File: src/rtl/sector_perm_pkg.sv
// Shared constants and types for the sector permission checker.
// Assumes four blocks per sector and 3-bit permission codes.
package sector_perm_pkg;
    localparam int NUM_BLK = 4;
    localparam int CODE_W  = 3;
    localparam int ACC_W   = 24;

    typedef enum logic [2:0] {
        OP_READ    = 3'd0,
        OP_WRITE   = 3'd1,
        OP_INC     = 3'd2,
        OP_DEC     = 3'd3,
        OP_XFER    = 3'd4,
        OP_RESTORE = 3'd5
    } op_e;

    typedef enum logic [1:0] {
        FLD_KEYA = 2'd0,
        FLD_ACC  = 2'd1,
        FLD_KEYB = 2'd2
    } fld_e;

    // bit0: key A admitted, bit1: key B admitted
    typedef enum logic [1:0] {
        PERM_NONE = 2'd0,
        PERM_A    = 2'd1,
        PERM_B    = 2'd2,
        PERM_AB   = 2'd3
    } perm_e;
endpackage

File: src/rtl/perm_lookup.sv
// Fixed combinational map from a block's 3-bit code, the operation and,
// for the trailer, the field, to the key class that may perform it.
// Assumes op/field encodings from sector_perm_pkg.
module perm_lookup
    import sector_perm_pkg::*;
(
    input  logic [CODE_W-1:0] code,
    input  logic [2:0]        op,
    input  logic              is_trailer,
    input  logic [1:0]        field,
    output perm_e             perm
);
    // Data block classes: read / write / increment / decrement-family
    function automatic perm_e data_perm(input logic [2:0] c, input logic [2:0] o);
        perm_e rd, wr, inc, dec;
        case (c)
            3'd0:    begin rd = PERM_AB; wr = PERM_AB;   inc = PERM_AB;   dec = PERM_AB;   end
            3'd1:    begin rd = PERM_AB; wr = PERM_NONE; inc = PERM_NONE; dec = PERM_AB;   end
            3'd2:    begin rd = PERM_AB; wr = PERM_NONE; inc = PERM_NONE; dec = PERM_NONE; end
            3'd3:    begin rd = PERM_B;  wr = PERM_B;    inc = PERM_NONE; dec = PERM_NONE; end
            3'd4:    begin rd = PERM_AB; wr = PERM_B;    inc = PERM_NONE; dec = PERM_NONE; end
            3'd5:    begin rd = PERM_B;  wr = PERM_NONE; inc = PERM_NONE; dec = PERM_NONE; end
            3'd6:    begin rd = PERM_AB; wr = PERM_B;    inc = PERM_B;    dec = PERM_AB;   end
            default: begin rd = PERM_NONE; wr = PERM_NONE; inc = PERM_NONE; dec = PERM_NONE; end
        endcase
        case (o)
            OP_READ:                     return rd;
            OP_WRITE:                    return wr;
            OP_INC:                      return inc;
            OP_DEC, OP_XFER, OP_RESTORE: return dec;
            default:                     return PERM_NONE;
        endcase
    endfunction

    // Trailer classes per field; key A is never readable
    function automatic perm_e trl_perm(input logic [2:0] c, input logic [2:0] o, input logic [1:0] f);
        perm_e ka_w, ac_r, ac_w, kb_r, kb_w;
        case (c)
            3'd0:    begin ka_w = PERM_A;    ac_r = PERM_A;  ac_w = PERM_NONE; kb_r = PERM_A;    kb_w = PERM_A;    end
            3'd1:    begin ka_w = PERM_A;    ac_r = PERM_A;  ac_w = PERM_A;    kb_r = PERM_A;    kb_w = PERM_A;    end
            3'd2:    begin ka_w = PERM_NONE; ac_r = PERM_A;  ac_w = PERM_NONE; kb_r = PERM_A;    kb_w = PERM_NONE; end
            3'd3:    begin ka_w = PERM_B;    ac_r = PERM_AB; ac_w = PERM_B;    kb_r = PERM_NONE; kb_w = PERM_B;    end
            3'd4:    begin ka_w = PERM_B;    ac_r = PERM_AB; ac_w = PERM_NONE; kb_r = PERM_NONE; kb_w = PERM_B;    end
            3'd5:    begin ka_w = PERM_NONE; ac_r = PERM_AB; ac_w = PERM_B;    kb_r = PERM_NONE; kb_w = PERM_NONE; end
            default: begin ka_w = PERM_NONE; ac_r = PERM_AB; ac_w = PERM_NONE; kb_r = PERM_NONE; kb_w = PERM_NONE; end
        endcase
        if (o == OP_READ) begin
            case (f)
                FLD_ACC:  return ac_r;
                FLD_KEYB: return kb_r;
                default:  return PERM_NONE;
            endcase
        end else if (o == OP_WRITE) begin
            case (f)
                FLD_KEYA: return ka_w;
                FLD_ACC:  return ac_w;
                FLD_KEYB: return kb_w;
                default:  return PERM_NONE;
            endcase
        end
        return PERM_NONE;
    endfunction

    // Select the table that applies to the addressed block
    always_comb begin
        perm = is_trailer ? trl_perm(code, op, field) : data_perm(code, op);
        assert_keya_unreadable_R6: assert (!(is_trailer && op == OP_READ && field == FLD_KEYA)
                                           || perm == PERM_NONE);
    end
endmodule

File: config.mk
export PLATFORM = sky130hd
export DESIGN_NAME = perm_lookup
export DESIGN_NICKNAME = d
export VERILOG_FILES = /design/src/rtl/sector_perm_pkg.sv /design/src/rtl/perm_lookup.sv
export SDC_FILE = /design/constraint.sdc
export NUM_CORES = 1
export LEC_CHECK = 0
export ABC_AREA = 1
export CAP_MARGIN = 20
export CORE_AREA = 5 5 42 44
export DETAILED_ROUTE_END_ITERATION = 8
export DIE_AREA = 0 0 47 49
export DONT_BUFFER_PORTS = 1
export SLEW_MARGIN = 20
export SYNTH_ARGS = -nofsm -noshare
export SYNTH_HDL_FRONTEND = slang
export SYNTH_SLANG_ARGS = --single-unit
File: constraint.sdc
create_clock -name vclk -period 2.1
set_clock_uncertainty 0.05 [all_clocks]
set_input_delay 0 -clock vclk [all_inputs]
set_output_delay 0 -clock vclk [all_outputs]
set_load 0.01 [all_outputs]
==> flow_summary_export.csv, run 1 <==
group,metric,value,unit
setup_path,crit_top_cell,"nand2_1",
placed_design,portBuffers,0,
synthesis,postSynthCellCount,67,
routing,drtIter0Drc,3,
setup_path,endpoint_kind,"output port",
cells_and_area,antenna_cells,0,
power,power_density,137,mW/mm^2
setup_path,crit_fanout,3,
setup_path,worstPathRequired,2050,ps
worst_hold_path,min_to,"perm[0]",
sta,finalCriticalPeriod,1060,ps
sta,worstMarginPinSlew,252,ps
setup_path,cp_slowest_cell,"or2_2",
die,coreArea,0.00140,mm^2
global_routing,grt_usage,6.53,%
sta,fmax,0.940,GHz
placed_design,place.gp.congestion,0.810,
routing,vias_per_cell,4.40,
synthesis,yosysTopAreaCell,"nand2_1",
cells_and_area,seq_area,0,um^2
sta,setup_viol,0,
placed_design,dpl.hpwl,665,um
power,p_sw_share,61.4,%
power,pwr-share-clk,0,%
sta,rsz0062_at_grt,"false",
sta,fin_hold_ws,104,ps
synthesis,netlist_area,329,um^2
global_routing,grt_max_degree,7,
sta,period_share,50.7,%
setup_path,crit_type,"in -> out",
power,comb_power_share,100.0,%
sta,finalSetupTns,0,ps
routing,firstDrtPassIters,4,
cells_and_area,area.growth.synth_to_final,6.08,%
routing,drc,0,
synthesis,synthDistinctLibCells,15,
die,dieWidth,47,um
synthesis,synth_seq_area_share,0,%
die,die_area,0.00230,mm^2
sta,hold_viol,0,
die,die_h,49,um
synthesis,synth_top_area_share,19.4,%
global_routing,grt_pass1_vias,333,
die,start_util,23.5,%
synthesis,synth_area_leaders,"nand2_1, ha_1, inv_1",
power,netSwitchingPower,0.0292,mW
worst_hold_path,worstHoldPathType,"in -> out",
worst_hold_path,hold_depth,2,
routing,vias,365,
global_routing,antenna_found_initial,0,
synthesis,syn-num-nets,80,
cells_and_area,drive_gt1_share,8.96,%
flow_run,drv_cap,0,
status,status,"complete, no violations",
global_routing,grt_pass1_wl,1240,um
worst_hold_path,holdCritStartpoint,"is_trailer",
cts,ctsHoldBuffers,0,
power,ir_drop,0.0481,mV
power,leakagePower,0.211,nW
die,io_pins,11,
setup_path,crit_start,"field[0]",
cells_and_area,design.seq.count,0,
setup_path,crit_chain,"inv_1 > ha_1 > or2_2 > o21ai_0 > nand2_1 > nand4_1 > nand2_1",
setup_path,worst_path_largest_cell_delay,300,ps
cells_and_area,final.clkbuf_count,0,
placed_design,dp.cells,83,
cts,ctsResizeCount,0,
routing,wl,725,um
power,p_seq_share,0,%
setup_path,cp-start-kind,"input pin",
routing,wl_per_cell,8.73,um
setup_path,cp.arrival,1010,ps
routing,final_antenna_net_count,0,
power,intPower,0.0184,mW
synthesis,synth_warnings,0,
cts,cts_setup_buffers,0,
global_routing,globalRouteOverflowTotal,0,
sta,slew_headroom,83.0,%
cells_and_area,fin_cells,83,
synthesis,syn_avg_cell_area,4.91,um^2
die,fp-row-count,14,
cells_and_area,nets,82,
sta,final_max_slew_viol_count,0,
-- stage by stage --
| step | worst slack (ps) | power [mW] | instance area, um^2 | utilization (%) |
|---|---|---|---|---|
| 5_1_grt | 980 | 0.0561 | 349 | 24.9 |
| 3_3_place_gp | 1080 | 0.0478 | 349 | 24.9 |
| 2_1_floorplan | 1190 | 0.0405 | 329 | - |
| 6_report | 1040 | 0.0477 | 349 | 24.9 |
| 3_5_place_dp | 1050 | 0.0482 | 349 | 24.9 |
| 4_1_cts | 1050 | 0.0483 | 349 | 24.9 |
-- metal layers --
layer	track usage [%]	routed length, um	up-vias
met4	0	0	0
met3	1.11	100	0
met2	10.6	292	12
li1	-	-	210
met1	9.35	332	143
met5	0	0	-
-- worst max-delay path by stage --
stage | to | slack [ps]
6_report | perm[0] | 1040
5_1_grt | perm[0] | 980
3_3_place_gp | perm[0] | 1080
2_1_floorplan | perm[0] | 1190
3_5_place_dp | perm[0] | 1050
4_1_cts | perm[0] | 1050
-- worst max-delay path, delay by kind of cell --
| kind | cells | cell delay [ps] |
|---|---|---|
| AOI/OAI and AO/OA | 1 | 240 |
| and+or+nand+nor | 4 | 550 |
| buffers and inverters | 1 | 30 |
| adders and majority gates | 1 | 200 |
-- Yosys cell counts (all sizes together) --
library cell and number:
or2 1, nor2 13, ha 4, nand3 7, nand4 2, inv 13, a21oi 2, nand2 19
o21ai 5, nor3 1
-- power by group through the flow --
stage | Combinational, mW | Sequential [mW] | Clock (mW)
2_1_floorplan | 0.0405 | 0 | 0
3_3_place_gp | 0.0478 | 0 | 0
3_5_place_dp | 0.0482 | 0 | 0
4_1_cts | 0.0483 | 0 | 0
5_1_grt | 0.0561 | 0 | 0
6_report | 0.0477 | 0 | 0
-- cell type report --
type | count | area (um^2)
multi-input cells | 54 | 280
well taps | 16 | 20.0
fillers | 174 | 1050
inverters | 13 | 48.8
-- kinds of logic after synthesis --
group | share of synthesized area (%)
AOI/OAI and AO/OA | 11.8
buffers and inverters | 14.8
and+or+nand+nor | 58.2
adders and majority gates | 15.2
-- cell usage in the layout, fill, tap and decap left out --
cell | Yosys | routed
or2_2 | 1 | 1
ha_1 | 4 | 4
nand3_1 | 7 | 7
inv_2 | 1 | 1
a21oi_1 | 1 | 1
nand2_2 | 2 | 2
nor2_1 | 12 | 12
nand2_1 | 17 | 17
inv_1 | 12 | 12
o21ai_0 | 4 | 4
nor3_1 | 1 | 1
o21ai_1 | 1 | 1
a21oi_2 | 1 | 1
nor2_4 | 1 | 1
nand4_1 | 2 | 2
No activity file was read; power rests on OpenSTA's default activity.
==> inputs of run 2 (changes only) <==
clock period = 1.1 ns   (was 2.1 ns; I/O delays follow)
==> run 2 against run 1 <==
Worst setup slack lost 900 ps. First-iteration DRC count grew to 3.0 times the previous value. Global-route usage grew 0.63 points. Critical endpoint unchanged. Largest cell class unchanged. Largest power group unchanged.
==> flow_summary_export.csv, run 2 (synthesis gave the netlist of run 1 again) <==
group,metric,value,unit
die,fp-row-count,14,
placed_design,dpl.hpwl,701,um
setup_path,path_buf_inv,1,
sta,rsz0062_at_grt,"false",
cells_and_area,final_cell_mix,"nand2_1, inv_1, nor2_1, nand3_1",
setup_path,cp-start-kind,"input pin",
routing,firstDrtPassIters,4,
global_routing,globalRouteOverflowTotal,0,
placed_design,place.gp.congestion,0.754,
sta,final_max_slew_viol_count,0,
cts,ctsHoldBuffers,0,
power,intPower,0.0349,mW
setup_path,crit_fanout,3,
cells_and_area,final_common_cell,"nand2_1",
power,p_seq_share,0,%
cells_and_area,drive_gt1_share,8.96,%
global_routing,antenna_found_initial,0,
worst_hold_path,holdCritStartpoint,"is_trailer",
sta,period_share,88.1,%
sta,hold_viol,0,
sta,finalSetupTns,0,ps
power,leakagePower,0.211,nW
cells_and_area,area.growth.synth_to_final,6.08,%
sta,slew_headroom,84.9,%
power,pwr-share-clk,0,%
cts,cts_setup_buffers,0,
setup_path,cp.arrival,920,ps
status,status,"complete, no violations",
sta,finalCriticalPeriod,969,ps
routing,drtIter0Drc,9,
routing,wl_per_cell,9.49,um
placed_design,portBuffers,0,
die,die_area,0.00230,mm^2
setup_path,crit_top_cell,"nand2_1",
global_routing,grt_max_degree,7,
setup_path,endpoint_kind,"output port",
die,dieWidth,47,um
cells_and_area,final.clkbuf_count,0,
die,io_pins,11,
cts,ctsResizeCount,0,
global_routing,grt_pass1_vias,320,
die,coreArea,0.00140,mm^2
cells_and_area,design.seq.count,0,
cells_and_area,seq_area,0,um^2
setup_path,crit_chain,"inv_1 > ha_1 > or2_2 > o21ai_0 > nand2_1 > nand4_1 > nand2_1",
power,power_density,266,mW/mm^2
die,die_h,49,um
flow_run,drv_cap,0,
sta,worstMarginPinSlew,225,ps
die,start_util,23.5,%
sta,fmax,1.03,GHz
routing,final_antenna_net_count,0,
setup_path,worstPathRequired,1050,ps
power,comb_power_share,100.0,%
cells_and_area,antenna_cells,0,
setup_path,cp_slowest_cell,"or2_2",
setup_path,crit_type,"in -> out",
power,p_sw_share,62.5,%
cells_and_area,post-route-util,24.9,%
setup_path,worst_path_largest_cell_delay,300,ps
routing,vias,390,
worst_hold_path,worstHoldPathType,"in -> out",
routing,drc,0,
power,netSwitchingPower,0.0580,mW
routing,vias_per_cell,4.70,
sta,fin_hold_ws,112,ps
global_routing,grt_pass1_wl,1350,um
sta,setup_viol,0,
cells_and_area,nets,82,
power,ir_drop,0.0856,mV
routing,wl,788,um
setup_path,crit_start,"field[0]",
global_routing,grt_usage,7.16,%
setup_path,crit_family,"simple AND/OR/NAND/NOR gates",
-- run 2: cell counts in the layout (fill, tap and decap cells not counted) --
Identical to the previous run, type by type.
-- run 2: stage by stage --
stage | power, mW | setup slack [ps] | area [um^2] | std cells
2_1_floorplan | 0.0774 | 194 | 329 | 67
3_3_place_gp | 0.0930 | 134 | 349 | 83
3_5_place_dp | 0.0930 | 127 | 349 | 83
4_1_cts | 0.0934 | 121 | 349 | 83
5_1_grt | 0.107 | 7.45 | 349 | 83
6_report | 0.0928 | 131 | 349 | 83
-- run 2: worst paths after layout --
path  endpoint  cells past startpoint
min    perm[0]                      3
max    perm[0]                      7
-- run 2: area by class of cell --
type | count | area (um^2)
tap | 16 | 20.0
fill | 165 | 1050
inverter | 13 | 48.8
multi-input combinational | 54 | 280
-- run 2: per-layer routing --
layer	global-route usage, %	share of wire, %	vias up
li1	-	-	208
met5	0	0	-
met2	10.9	43	18
met4	0	0	0
met1	10.9	45	164
met3	1.48	13	0
-- run 2: power groups by stage --
stage	clock network (mW)	registers, mW	logic (mW)
2_1_floorplan	0	0	0.0774
3_3_place_gp	0	0	0.0930
3_5_place_dp	0	0	0.0930
4_1_cts	0	0	0.0934
5_1_grt	0	0	0.107
6_report	0	0	0.0928
